[config.mk]
export PLATFORM = sky130hd
export DESIGN_NAME = ll_desc_fetch
export DESIGN_NICKNAME = d
export VERILOG_FILES = /design/src/rtl/ll_desc_pkg.sv /design/src/rtl/ll_desc_seq.sv /design/src/rtl/ll_desc_capture.sv /design/src/rtl/ll_desc_merge.sv /design/src/rtl/ll_desc_fetch.sv
export SDC_FILE = /design/constraint.sdc
export NUM_CORES = 1
export LEC_CHECK = 0
export ABC_AREA = 1
export BUFFER_PORTS_ARGS = -buffer_cell sky130_fd_sc_hd__buf_2
export CELL_PAD_IN_SITES_DETAIL_PLACEMENT = 0
export CELL_PAD_IN_SITES_GLOBAL_PLACEMENT = 1
export CORE_MARGIN = 2
export CORE_UTILIZATION = 36
export CTS_BUF_LIST = sky130_fd_sc_hd__clkbuf_4 sky130_fd_sc_hd__clkbuf_8 sky130_fd_sc_hd__clkbuf_16
export CTS_CLUSTER_DIAMETER = 100
export CTS_CLUSTER_SIZE = 28
export DETAILED_ROUTE_END_ITERATION = 6
export GPL_ROUTABILITY_DRIVEN = 0
export PLACE_DENSITY = 0.95
export SYNTH_ARGS = -nofsm -noshare
export SYNTH_HDL_FRONTEND = slang
export SYNTH_SLANG_ARGS = --single-unit
[constraint.sdc]
create_clock -name clk -period 3.6 [get_ports clk]
set_input_delay 0.36 -clock clk [delete_from_list [all_inputs] [get_ports clk]]
set_output_delay 0.36 -clock clk [all_outputs]
set_load 0.1 [all_outputs]
[src/rtl/ll_desc_pkg.sv]
package ll_desc_pkg;
  localparam int DW         = 32;
  localparam int NWORDS     = 4;
  localparam int IDXW       = $clog2(NWORDS);
  localparam int WORD_BYTES = DW / 8;
  localparam int TOT_W      = 12;
  localparam int NFLAGS     = 4;
  localparam int FLAG_DESC  = 16;
  localparam int FLAG_CSR   = 4;
  localparam int EOL_BIT    = 20;

  typedef enum logic [1:0] {S_IDLE, S_FETCH, S_DONE} fetch_st_t;
  typedef enum logic [IDXW-1:0] {W_CTRL, W_SRC, W_DST, W_NEXT} word_idx_t;

  function automatic logic [DW-1:0] word_addr(input logic [DW-1:0] base,
                                              input logic [IDXW-1:0] idx);
    return base + DW'(idx) * DW'(WORD_BYTES);
  endfunction

  function automatic logic [DW-1:0] merge_csr(input logic [DW-1:0] csr,
                                              input logic [NFLAGS-1:0] flags);
    logic [DW-1:0] field;
    field = DW'({NFLAGS{1'b1}}) << FLAG_CSR;
    return (csr & ~field) | (DW'(flags) << FLAG_CSR);
  endfunction

  function automatic logic [DW-1:0] merge_sz(input logic [DW-1:0] sz,
                                             input logic [TOT_W-1:0] total);
    return (sz & ~DW'({TOT_W{1'b1}})) | DW'(total);
  endfunction
endpackage

[src/rtl/ll_desc_seq.sv]
module ll_desc_seq
  import ll_desc_pkg::*;
(
  input  logic              clk,
  input  logic              rst_n,
  input  logic              start_i,
  input  logic [DW-1:0]     ptr_i,
  output logic              rd_req_o,
  output logic [DW-1:0]     rd_addr_o,
  input  logic              rd_ack_i,
  output logic [NWORDS-1:0] word_we_o,
  output logic              busy_o,
  output logic              done_o,
  output logic [DW-1:0]     base_o
);
  fetch_st_t       st_q;
  logic [IDXW-1:0] idx_q;
  logic [DW-1:0]   base_q;
  logic            accept;
  logic            last_word;

  assign accept    = (st_q == S_FETCH) && rd_ack_i;
  assign last_word = (idx_q == IDXW'(NWORDS - 1));

  always_ff @(posedge clk or negedge rst_n) begin
    if (!rst_n) begin
      st_q   <= S_IDLE;
      idx_q  <= '0;
      base_q <= '0;
    end else begin
      case (st_q)
        S_IDLE: if (start_i) begin
          base_q <= ptr_i;
          idx_q  <= '0;
          st_q   <= S_FETCH;
        end
        S_FETCH: if (accept) begin
          if (last_word) st_q  <= S_DONE;
          else           idx_q <= idx_q + 1'b1;
        end
        S_DONE:  st_q <= S_IDLE;
        default: st_q <= S_IDLE;
      endcase
    end
  end

  assign rd_req_o  = (st_q == S_FETCH);
  assign rd_addr_o = word_addr(base_q, idx_q);
  assign busy_o    = (st_q != S_IDLE);
  assign done_o    = (st_q == S_DONE);
  assign base_o    = base_q;

  for (genvar g = 0; g < NWORDS; g++) begin : g_we
    assign word_we_o[g] = accept && (idx_q == IDXW'(g));
  end

  AST_REQ_HOLD: assert property (@(posedge clk) disable iff (!rst_n)
    (rd_req_o && !rd_ack_i) |=> (rd_req_o && $stable(rd_addr_o)));
  AST_WE_ONEHOT: assert property (@(posedge clk) disable iff (!rst_n)
    $onehot0(word_we_o));
  AST_START_IGNORED: assert property (@(posedge clk) disable iff (!rst_n)
    (busy_o && start_i) |=> $stable(base_q));
  AST_DONE_SINGLE: assert property (@(posedge clk) disable iff (!rst_n)
    done_o |=> !done_o);
endmodule

[src/rtl/ll_desc_capture.sv]
module ll_desc_capture
  import ll_desc_pkg::*;
(
  input  logic                      clk,
  input  logic                      rst_n,
  input  logic [NWORDS-1:0]         we_i,
  input  logic [DW-1:0]             data_i,
  output logic [NWORDS-1:0][DW-1:0] words_o
);
  for (genvar g = 0; g < NWORDS; g++) begin : g_word
    always_ff @(posedge clk or negedge rst_n) begin
      if (!rst_n)       words_o[g] <= '0;
      else if (we_i[g]) words_o[g] <= data_i;
    end
  end
endmodule

[src/rtl/ll_desc_merge.sv]
module ll_desc_merge
  import ll_desc_pkg::*;
(
  input  logic [DW-1:0]             csr_i,
  input  logic [DW-1:0]             sz_i,
  input  logic [NWORDS-1:0][DW-1:0] words_i,
  output logic [DW-1:0]             csr_o,
  output logic [DW-1:0]             sz_o,
  output logic [DW-1:0]             src_o,
  output logic [DW-1:0]             dst_o,
  output logic [DW-1:0]             next_o,
  output logic                      chain_o
);
  logic [DW-1:0] ctrl;

  assign ctrl    = words_i[W_CTRL];
  assign csr_o   = merge_csr(csr_i, ctrl[FLAG_DESC +: NFLAGS]);
  assign sz_o    = merge_sz(sz_i, ctrl[TOT_W-1:0]);
  assign src_o   = words_i[W_SRC];
  assign dst_o   = words_i[W_DST];
  assign next_o  = words_i[W_NEXT];
  assign chain_o = !ctrl[EOL_BIT];
endmodule

[src/rtl/ll_desc_fetch.sv]
module ll_desc_fetch
  import ll_desc_pkg::*;
(
  input  logic          clk,
  input  logic          rst_n,
  input  logic          start_i,
  input  logic [DW-1:0] desc_ptr_i,
  input  logic [DW-1:0] ch_csr_i,
  input  logic [DW-1:0] ch_sz_i,
  output logic          rd_req_o,
  output logic [DW-1:0] rd_addr_o,
  input  logic          rd_ack_i,
  input  logic [DW-1:0] rd_data_i,
  output logic          busy_o,
  output logic          load_o,
  output logic [DW-1:0] ch_csr_o,
  output logic [DW-1:0] ch_sz_o,
  output logic [DW-1:0] ch_src_o,
  output logic [DW-1:0] ch_dst_o,
  output logic [DW-1:0] cur_desc_o,
  output logic [DW-1:0] desc_ptr_o,
  output logic          chain_o
);
  logic [NWORDS-1:0]         word_we;
  logic [NWORDS-1:0][DW-1:0] words;

  ll_desc_seq u_seq (
    .clk       (clk),
    .rst_n     (rst_n),
    .start_i   (start_i),
    .ptr_i     (desc_ptr_i),
    .rd_req_o  (rd_req_o),
    .rd_addr_o (rd_addr_o),
    .rd_ack_i  (rd_ack_i),
    .word_we_o (word_we),
    .busy_o    (busy_o),
    .done_o    (load_o),
    .base_o    (cur_desc_o)
  );

  ll_desc_capture u_cap (
    .clk     (clk),
    .rst_n   (rst_n),
    .we_i    (word_we),
    .data_i  (rd_data_i),
    .words_o (words)
  );

  ll_desc_merge u_merge (
    .csr_i   (ch_csr_i),
    .sz_i    (ch_sz_i),
    .words_i (words),
    .csr_o   (ch_csr_o),
    .sz_o    (ch_sz_o),
    .src_o   (ch_src_o),
    .dst_o   (ch_dst_o),
    .next_o  (desc_ptr_o),
    .chain_o (chain_o)
  );

  AST_LOAD_AFTER_LAST: assert property (@(posedge clk) disable iff (!rst_n)
    load_o |-> $past(word_we[NWORDS-1]));
  AST_LOAD_BUSY: assert property (@(posedge clk) disable iff (!rst_n)
    load_o |-> busy_o);
  AST_NEXT_FROM_BUS: assert property (@(posedge clk) disable iff (!rst_n)
    word_we[NWORDS-1] |=> (desc_ptr_o == $past(rd_data_i)));
endmodule

==> impl_metrics.yaml, run 1 <==
worst_setup_path:
  required_ns: 3.24
  path_delay_family: "buffers and inverters"
  rr_worst_depth: 6
  critPathCaptureType: "primary output"
  worst-path-buf-inv: 2
  arrival_ns: 2.69
  reg2reg_slack_ns: 1.50
  r2r-end: "u_cap.words_o[49]"
  timing.rr.start: "u_seq.idx_q[1]"
  max_stage_delay_ns: 0.44
  path_class: "flop to primary output"
  cp-start-kind: "flop"
  crit_slowest_cell: "dfrtp_1"
  path_cells: "ha_1 > fa_1 > nand3_2 > inv_1 > nand2_1 > nor2_1 > xor2_2 > buf_2"
  crit_path_max_fanout: 5
status:
  status: "completed"
synth:
  yosysTopAreaCell: "dfrtp_1"
  syn_area_per_cell_sq_um: 8.98
  netlist_area_sq_um: 7620
  ys_top_cells_by_area: "dfrtp_1 49%, buf_4 16%, nand2_1 10%"
  synth_cell_types: 27
  yosysWarnings: 0
  syn_nets: 988
  netlist_instances: 849
  synth_top_area_share_pct: 48.9
  ys_seq_area_share_pct: 48.9
  ys_ff_latch: 149
die:
  die_y_um: 150
  core.rowCount: 53
  initial_utilization_pct: 36.5
  io_pins: 360
  dieArea_sq_um: 22400
  fp.dieW_um: 150
  core-area_sq_um: 20900
global_route:
  grt_usage_pct: 16.5
  grt_pass1_vias: 5239
  grt_start_max_net_pins: 97
  grt_pass1_wl_mm: 28.2
  grt-ovfl-total: 0
  antenna_found_initial: 0
sta:
  timing.fmax_mhz: 327
  post-route-period-util_pct: 84.8
  holdWs_ns: 0.158
  setup_viol_count_final: 0
  hold_viol_final: 0
  skew_ns: 0.0139
  slew_violations: 0
  tightest_slew_ns: 1.08
  slew_headroom_pct: 27.8
  setup_tns_ns: 0
  rsz0062_at_grt: "no"
  period_minus_slack_ns: 3.05
worst_hold_path:
  worstHoldPathCells: 2
  hold_start: "desc_ptr_i[25]"
  hp-class: "primary input to flop"
  worst_hold_path.endpoint: "u_seq.base_o[25]"
cells_and_area:
  n_fill_cell: 2056
  area_growth_pct: 12.0
  layout-drive-gt1-share_pct: 32.3
  fin_nets: 1072
  antenna_cells: 0
  register_area_sq_um: 3730
  multiInputGateArea_sq_um: 2350
place:
  portBuffers: 247
  dp_hpwl_mm: 13.5
drt:
  firstDrtPassIters: 5
  drtAntennaViolNets: 0
  vias: 5506
  routed_wl_mm: 18.3
  viasPerCell: 4.51
  drt_iter0_markers: 245
  wire_per_inst_um: 14.9
  drc_errors: 0
clock_tree:
  clock_latency_ns: 0.42
  ctsResizeCount: 0
  cts_buffer_depth: 2
  cts_tree: "built"
  clock-sinks: 149
  path_clk_slew_ns: 0.07
  cts_root_buffer: "clkbuf_16"
  htree_levels: 4
  cts_buffers: 17
flow_run:
  max-cap-violations: 0
-- registers in the layout (all words and copies together) (netlist names) --
| register | flops |
|---|---|
| u_cap.words_o | 113 |
| u_seq.base_o | 32 |
| u_seq.idx_q | 2 |
| u_seq.st_q | 2 |
-- worst reg2reg max path, stage by stage, from the launching register on --
cell     delay (ns)
dfrtp_1        0.48
inv_1          0.10
ha_1           0.20
nand2_2        0.77
buf_4          0.36
nand2_1        0.07
o21ai_1        0.07
-- routing by layer --
metal / vias to the layer above / GRT usage, % / wire [um]
met1: 2516 / 20.2 / 7390
met5: - / 0 / 0
met4: 0 / 7.95 / 634
met2: 251 / 26.3 / 8640
li1: 2692 / - / -
met3: 47 / 5.34 / 1580
-- area by class of cell --
cell class,instances,area share (%)
timing repair buffer,252,15.2
clock inverter,15,2.30
tap,275,4.03
multi-input combinational,460,27.5
inverter,53,2.33
sequential,149,43.7
clock buffer,17,4.98
-- cell usage after synthesis (all sizes together) --
cell type	n
nand2	213
buf	187
dfrtp	149
o21ai	114
nor2	58
inv	53
mux2	28
nand3	9
nand3b	9
xor2	8
xnor2	7
ha	6
a21oi	4
nor3	2
fa	1
or2	1
-- how the worst max path moves through the flow --
stage	depth (start not counted)	to	from
global route	10	rd_addr_o[26]	u_seq.idx_q[0]
floorplan	6	rd_addr_o[10]	u_seq.base_o[2]
CTS	10	rd_addr_o[26]	u_seq.idx_q[0]
finish	8	rd_addr_o[18]	u_seq.idx_q[0]
detailed placement	10	rd_addr_o[26]	u_seq.idx_q[0]
global placement	10	rd_addr_o[26]	u_seq.idx_q[0]
-- placed cells by master (no fill, tap or decap), types with 2 or more instances in the layout --
master     instances
a21oi_1            4
buf_2            246
buf_4              3
clkbuf_16         17
clkinv_4           2
clkinv_8           6
dfrtp_1          149
ha_1               6
inv_1             52
inv_8              5
mux2_1            20
mux2_2             7
nand2_1          208
nand2_2            4
nand3_1            8
nand3b_1           9
nor2_1            55
nor2_2             2
nor3_1             2
o21ai_0           18
o21ai_1           96
xnor2_1            6
xor2_1             5
xor2_2             3
-- cells by family (layout without fill, tap and decap cells) --
group | count (synthesis) | count (layout) | share of synthesized area (%)
buffers and inverters | 240 | 337 | 20.7
DFF | 149 | 149 | 48.9
xor gates and xnor gates | 15 | 15 | 1.72
AOI/OAI and AO/OA | 118 | 118 | 7.75
adders and majority gates | 7 | 7 | 1.25
and+or+nand+nor | 292 | 292 | 15.5
muxes | 28 | 28 | 4.19
-- through the flow --
step | worst slack, ns | area [sq um] | utilization (%) | std cells
finish | 0.546 | 8540 | 40.9 | 1221
global placement | 1.03 | 7900 | 37.8 | 1188
detailed placement | 0.988 | 7900 | 37.8 | 1188
CTS | 0.524 | 8540 | 40.9 | 1221
floorplan | -0.176 | 7650 | - | 849
global route | 0.383 | 8540 | 40.9 | 1221
-- what timing repair did --
action | in CTS | in global routing
buffers inserted | 0 | 0
endpoints found under the hold margin | 53 | 0
hold buffers | 1 | 0
Power of run 1 is left out: the tool's default activity adds up to more than one toggle a clock period on the data nets, which glitch-free logic cannot reach.
==> inputs of run 2 (changes only) <==
Settings changed: CORE_UTILIZATION 36 to 30, PLACE_DENSITY 0.95 to 0.86.
Clock period 3.6 ns to 2.8 ns, I/O delays scaled along.
==> impl_metrics.yaml, run 2 (synthesis results as in run 1) <==
status:
  status: "completed"
worst_hold_path:
  hold_start: "desc_ptr_i[28]"
  hp-class: "primary input to flop"
die:
  die_y_um: 163
  fp.dieW_um: 163
  core-area_sq_um: 25000
  dieArea_sq_um: 26700
  io_pins: 360
  core.rowCount: 58
  initial_utilization_pct: 30.4
cells_and_area:
  largest_reg_flops: 113
  fin_nets: 1078
  layout_common_cells: "233 x buf_2, 206 x nand2_1, 147 x dfrtp_1"
  top_register: "u_cap.words_o"
  antenna_cells: 0
  final_core_util_pct: 35.8
  layout-drive-gt1-share_pct: 34.9
  design_area_sq_um: 8950
  final_common_cell: "buf_2"
  area_growth_pct: 17.4
clock_tree:
  cts_tree: "built"
  clock_latency_ns: 0.42
  cts_buffer_depth: 2
  clock-sinks: 149
  cts_root_buffer: "clkbuf_16"
  cts_buffers: 17
  path_clk_slew_ns: 0.07
  htree_levels: 4
  postCtsSetupBuffers: 0
global_route:
  grt_start_max_net_pins: 66
  antenna_found_initial: 0
  grt_pass1_wl_mm: 29.7
  grt-ovfl-total: 0
  grt_pass1_vias: 5340
  grt_usage_pct: 14.4
worst_setup_path:
  timing.rr.start: "u_seq.idx_q[1]"
  critPathCaptureType: "primary output"
  crit_start: "u_seq.idx_q[0]"
  max_stage_delay_ns: 0.43
  crit_path_max_fanout: 5
  crit_slowest_cell: "dfrtp_1"
  worst-path-buf-inv: 3
  path_delay_family: "simple AND/OR/NAND/NOR gates"
  path_cells: "ha_1 > fa_1 > buf_4 > inv_1 > nor2_1 > nand3b_1 > nand2_1 > clkbuf_4"
  required_ns: 2.52
  arrival_ns: 2.41
  path_class: "flop to primary output"
  cp-start-kind: "flop"
drt:
  wire_per_inst_um: 14.7
  routed_wl_mm: 18.9
  met2_length_mm: 8.83
  dr_wl_met3_mm: 1.56
  drtAntennaViolNets: 0
  viasPerCell: 4.29
  drc_errors: 0
  wl_met1_mm: 8.10
  vias: 5496
  drt_iter0_markers: 344
  firstDrtPassIters: 5
  dr.max_layer_used: "met4"
place:
  portBuffers: 247
  dp_hpwl_mm: 13.8
  dpl-instance-area_sq_um: 8290
sta:
  hold_viol_final: 0
  tightest_slew_ns: 0.874
  skew_ns: 0.0161
  rsz0062_at_grt: "yes"
  period_minus_slack_ns: 2.69
  slew_violations: 0
  setup_viol_count_final: 0
  slew_headroom_pct: 41.6
  timing.fmax_mhz: 372
  post-route-period-util_pct: 96.0
flow_run:
  max-cap-violations: 0
==> run 2: layout make-up <==
class                   instances  area [sq um]
clock buffers                  17           425
clock inverters                15           189
fillers                      2594         16100
inverters                      53           199
multi-input cells             460          2530
flip-flops and latches        149          3730
well taps                     330           413
repair buffers                258          1460
==> run 2: per-layer routing <==
layer	vias to the layer above	GRT usage, %
li1	2697	-
met1	2562	18.4
met2	206	23.1
met3	31	4.62
met4	0	4.83
met5	-	0
==> run 2: stage by stage <==
step / setup TNS, ns / hold WS [ns] / setup slack (ns) / std cells
4_1_cts: 0 / 0.0526 / 0.00790 / 1282
6_report: 0 / 0.0767 / 0.112 / 1282
3_5_place_dp: 0 / 0.339 / 0.392 / 1249
5_1_grt: -0.0213 / 0.0553 / -0.0145 / 1282
2_1_floorplan: -0.0608 / -0.0156 / -0.0608 / 849
3_3_place_gp: 0 / 0.343 / 0.423 / 1249
==> run 2: worst paths after layout <==
path                                      to  slack, ns  cells after the start
hold reg to reg            u_cap.words_o[10]       0.49                      2
min in group asynchronous    u_seq.base_o[5]       0.41                      2
hold / removal              u_seq.base_o[28]       0.08                      2
setup / recovery               rd_addr_o[28]       0.11                      8
max in group asynchronous  u_cap.words_o[95]       1.60                      3
setup reg to reg           u_cap.words_o[61]       0.85                      6
==> run 2: what timing repair did <==
| action | in CTS | in global routing |
|---|---|---|
| endpoints found under the setup margin | 4 | 9 |
| gates resized for setup | 4 | 8 |
| pin swaps | 0 | 0 |
| endpoints found under the hold margin | 62 | 0 |
| hold buffers | 1 | 0 |
Power of run 2 is left out for the same reason.
==> inputs of run 3 (changes only) <==
Settings changed: PLACE_DENSITY 0.86 to 0.75.
==> impl_metrics.yaml, run 3 (synthesis results as in run 1) <==
die:
  core.rowCount: 58
  die_y_um: 163
  core-area_sq_um: 25000
  fp.dieW_um: 163
  dieArea_sq_um: 26700
  io_pins: 360
  initial_utilization_pct: 30.4
clock_tree:
  cts_buffer_depth: 2
  clock-sinks: 149
  cts_tree: "built"
  path_clk_slew_ns: 0.07
  postCtsSetupBuffers: 0
  htree_levels: 4
  cts_root_buffer: "clkbuf_16"
  cts_buffers: 17
  clock_latency_ns: 0.43
flow_run:
  max-cap-violations: 0
drt:
  routed_wl_mm: 19.3
  drc_errors: 0
  drt_iter0_markers: 179
  vias: 5427
  firstDrtPassIters: 4
  viasPerCell: 4.24
  drtAntennaViolNets: 0
  wire_per_inst_um: 15.0
worst_setup_path:
  critPathCaptureType: "primary output"
  max_stage_delay_ns: 0.47
  arrival_ns: 2.39
  path_cells: "ha_1 > nand3_1 > nand2_2 > inv_1 > nor2_1 > nand3b_1 > nand2_1 > buf_2"
  reg2reg_slack_ns: 1.03
  path_class: "flop to primary output"
  path_delay_family: "simple AND/OR/NAND/NOR gates"
  required_ns: 2.52
  worst-path-buf-inv: 2
  crit_slowest_cell: "dfrtp_1"
  crit_path_max_fanout: 6
  cp-start-kind: "flop"
status:
  status: "completed"
place:
  dp_hpwl_mm: 14.1
  portBuffers: 247
cells_and_area:
  top_register: "u_cap.words_o"
  final_common_cell: "buf_2"
  n_fill_cell: 2612
  largest_reg_flops: 113
  layout_common_cells: "230 x buf_2, 206 x nand2_1, 147 x dfrtp_1"
  antenna_cells: 0
  fin_nets: 1077
  layout-drive-gt1-share_pct: 35.2
  final_core_util_pct: 35.9
  area_growth_pct: 18.0
sta:
  rsz0062_at_grt: "yes"
  timing.fmax_mhz: 374
  setup_viol_count_final: 0
  tightest_slew_ns: 0.711
  slew_violations: 0
  period_minus_slack_ns: 2.67
  holdWs_ns: 0.0616
  slew_headroom_pct: 52.6
  hold_viol_final: 0
  post-route-period-util_pct: 95.4
  skew_ns: 0.0114
global_route:
  grt_pass1_vias: 5376
  grt_usage_pct: 14.7
  grt_pass1_wl_mm: 30.1
  grt-ovfl-total: 0
  antenna_found_initial: 0
  grt_start_max_net_pins: 72
worst_hold_path:
  hp-class: "primary input to flop"
==> run 3: cell types whose count changed in the layout (fill, tap and decap cells not counted), sizes merged <==
cell,before,now
inv,61,62
clkbuf,21,26
clkinv,7,6
buf,253,247
==> run 3: stage by stage <==
stage	area, sq um	instances	TNS [ns]	setup WS (ns)
floorplan	7830	849	-0.0608	-0.0608
global placement	8300	1248	0	0.321
detailed placement	8300	1248	0	0.289
CTS	8940	1281	0	0.00781
global route	8990	1281	-0.0137	-0.0101
finish	8990	1281	0	0.128
==> run 3: routing by layer <==
| metal | global-route usage (%) | vias to the layer above | wire, um |
|---|---|---|---|
| met5 | 0 | - | 0 |
| met4 | 5.79 | 0 | 527 |
| met3 | 5.46 | 35 | 1790 |
| met2 | 23.1 | 207 | 8730 |
| met1 | 18.3 | 2497 | 8230 |
| li1 | - | 2688 | - |
==> run 3: path summary, 6_finish.rpt <==
path	startpoint	endpoint	cells past startpoint
max reg2reg	u_seq.idx_q[1]	u_cap.words_o[55]	6
max in group asynchronous	rst_n	u_seq.base_o[31]	3
min reg2reg	u_cap.words_o[50]	u_cap.words_o[50]	2
max	u_seq.idx_q[1]	rd_addr_o[29]	8
min	desc_ptr_i[23]	u_seq.base_o[23]	2
min in group asynchronous	rst_n	u_seq.base_o[26]	2
==> run 3: layout make-up <==
type / count / area [sq um] / share of cell area (%)
flip-flops and latches: 149 / 3730 / 41.5
repair buffers: 257 / 1470 / 16.4
well taps: 330 / 413 / 4.59
inverters: 53 / 199 / 2.21
clock inverters: 15 / 189 / 2.10
multi-input cells: 460 / 2560 / 28.5
clock buffers: 17 / 425 / 4.73
==> run 3: timing repair <==
action / 4_1_cts / 5_1_grt
setup endpoints to repair: 9 / 15
gates resized for setup: 7 / 16
endpoints found under the hold margin: 68 / 0
hold buffers: 1 / 0
Power of run 3 is left out for the same reason.
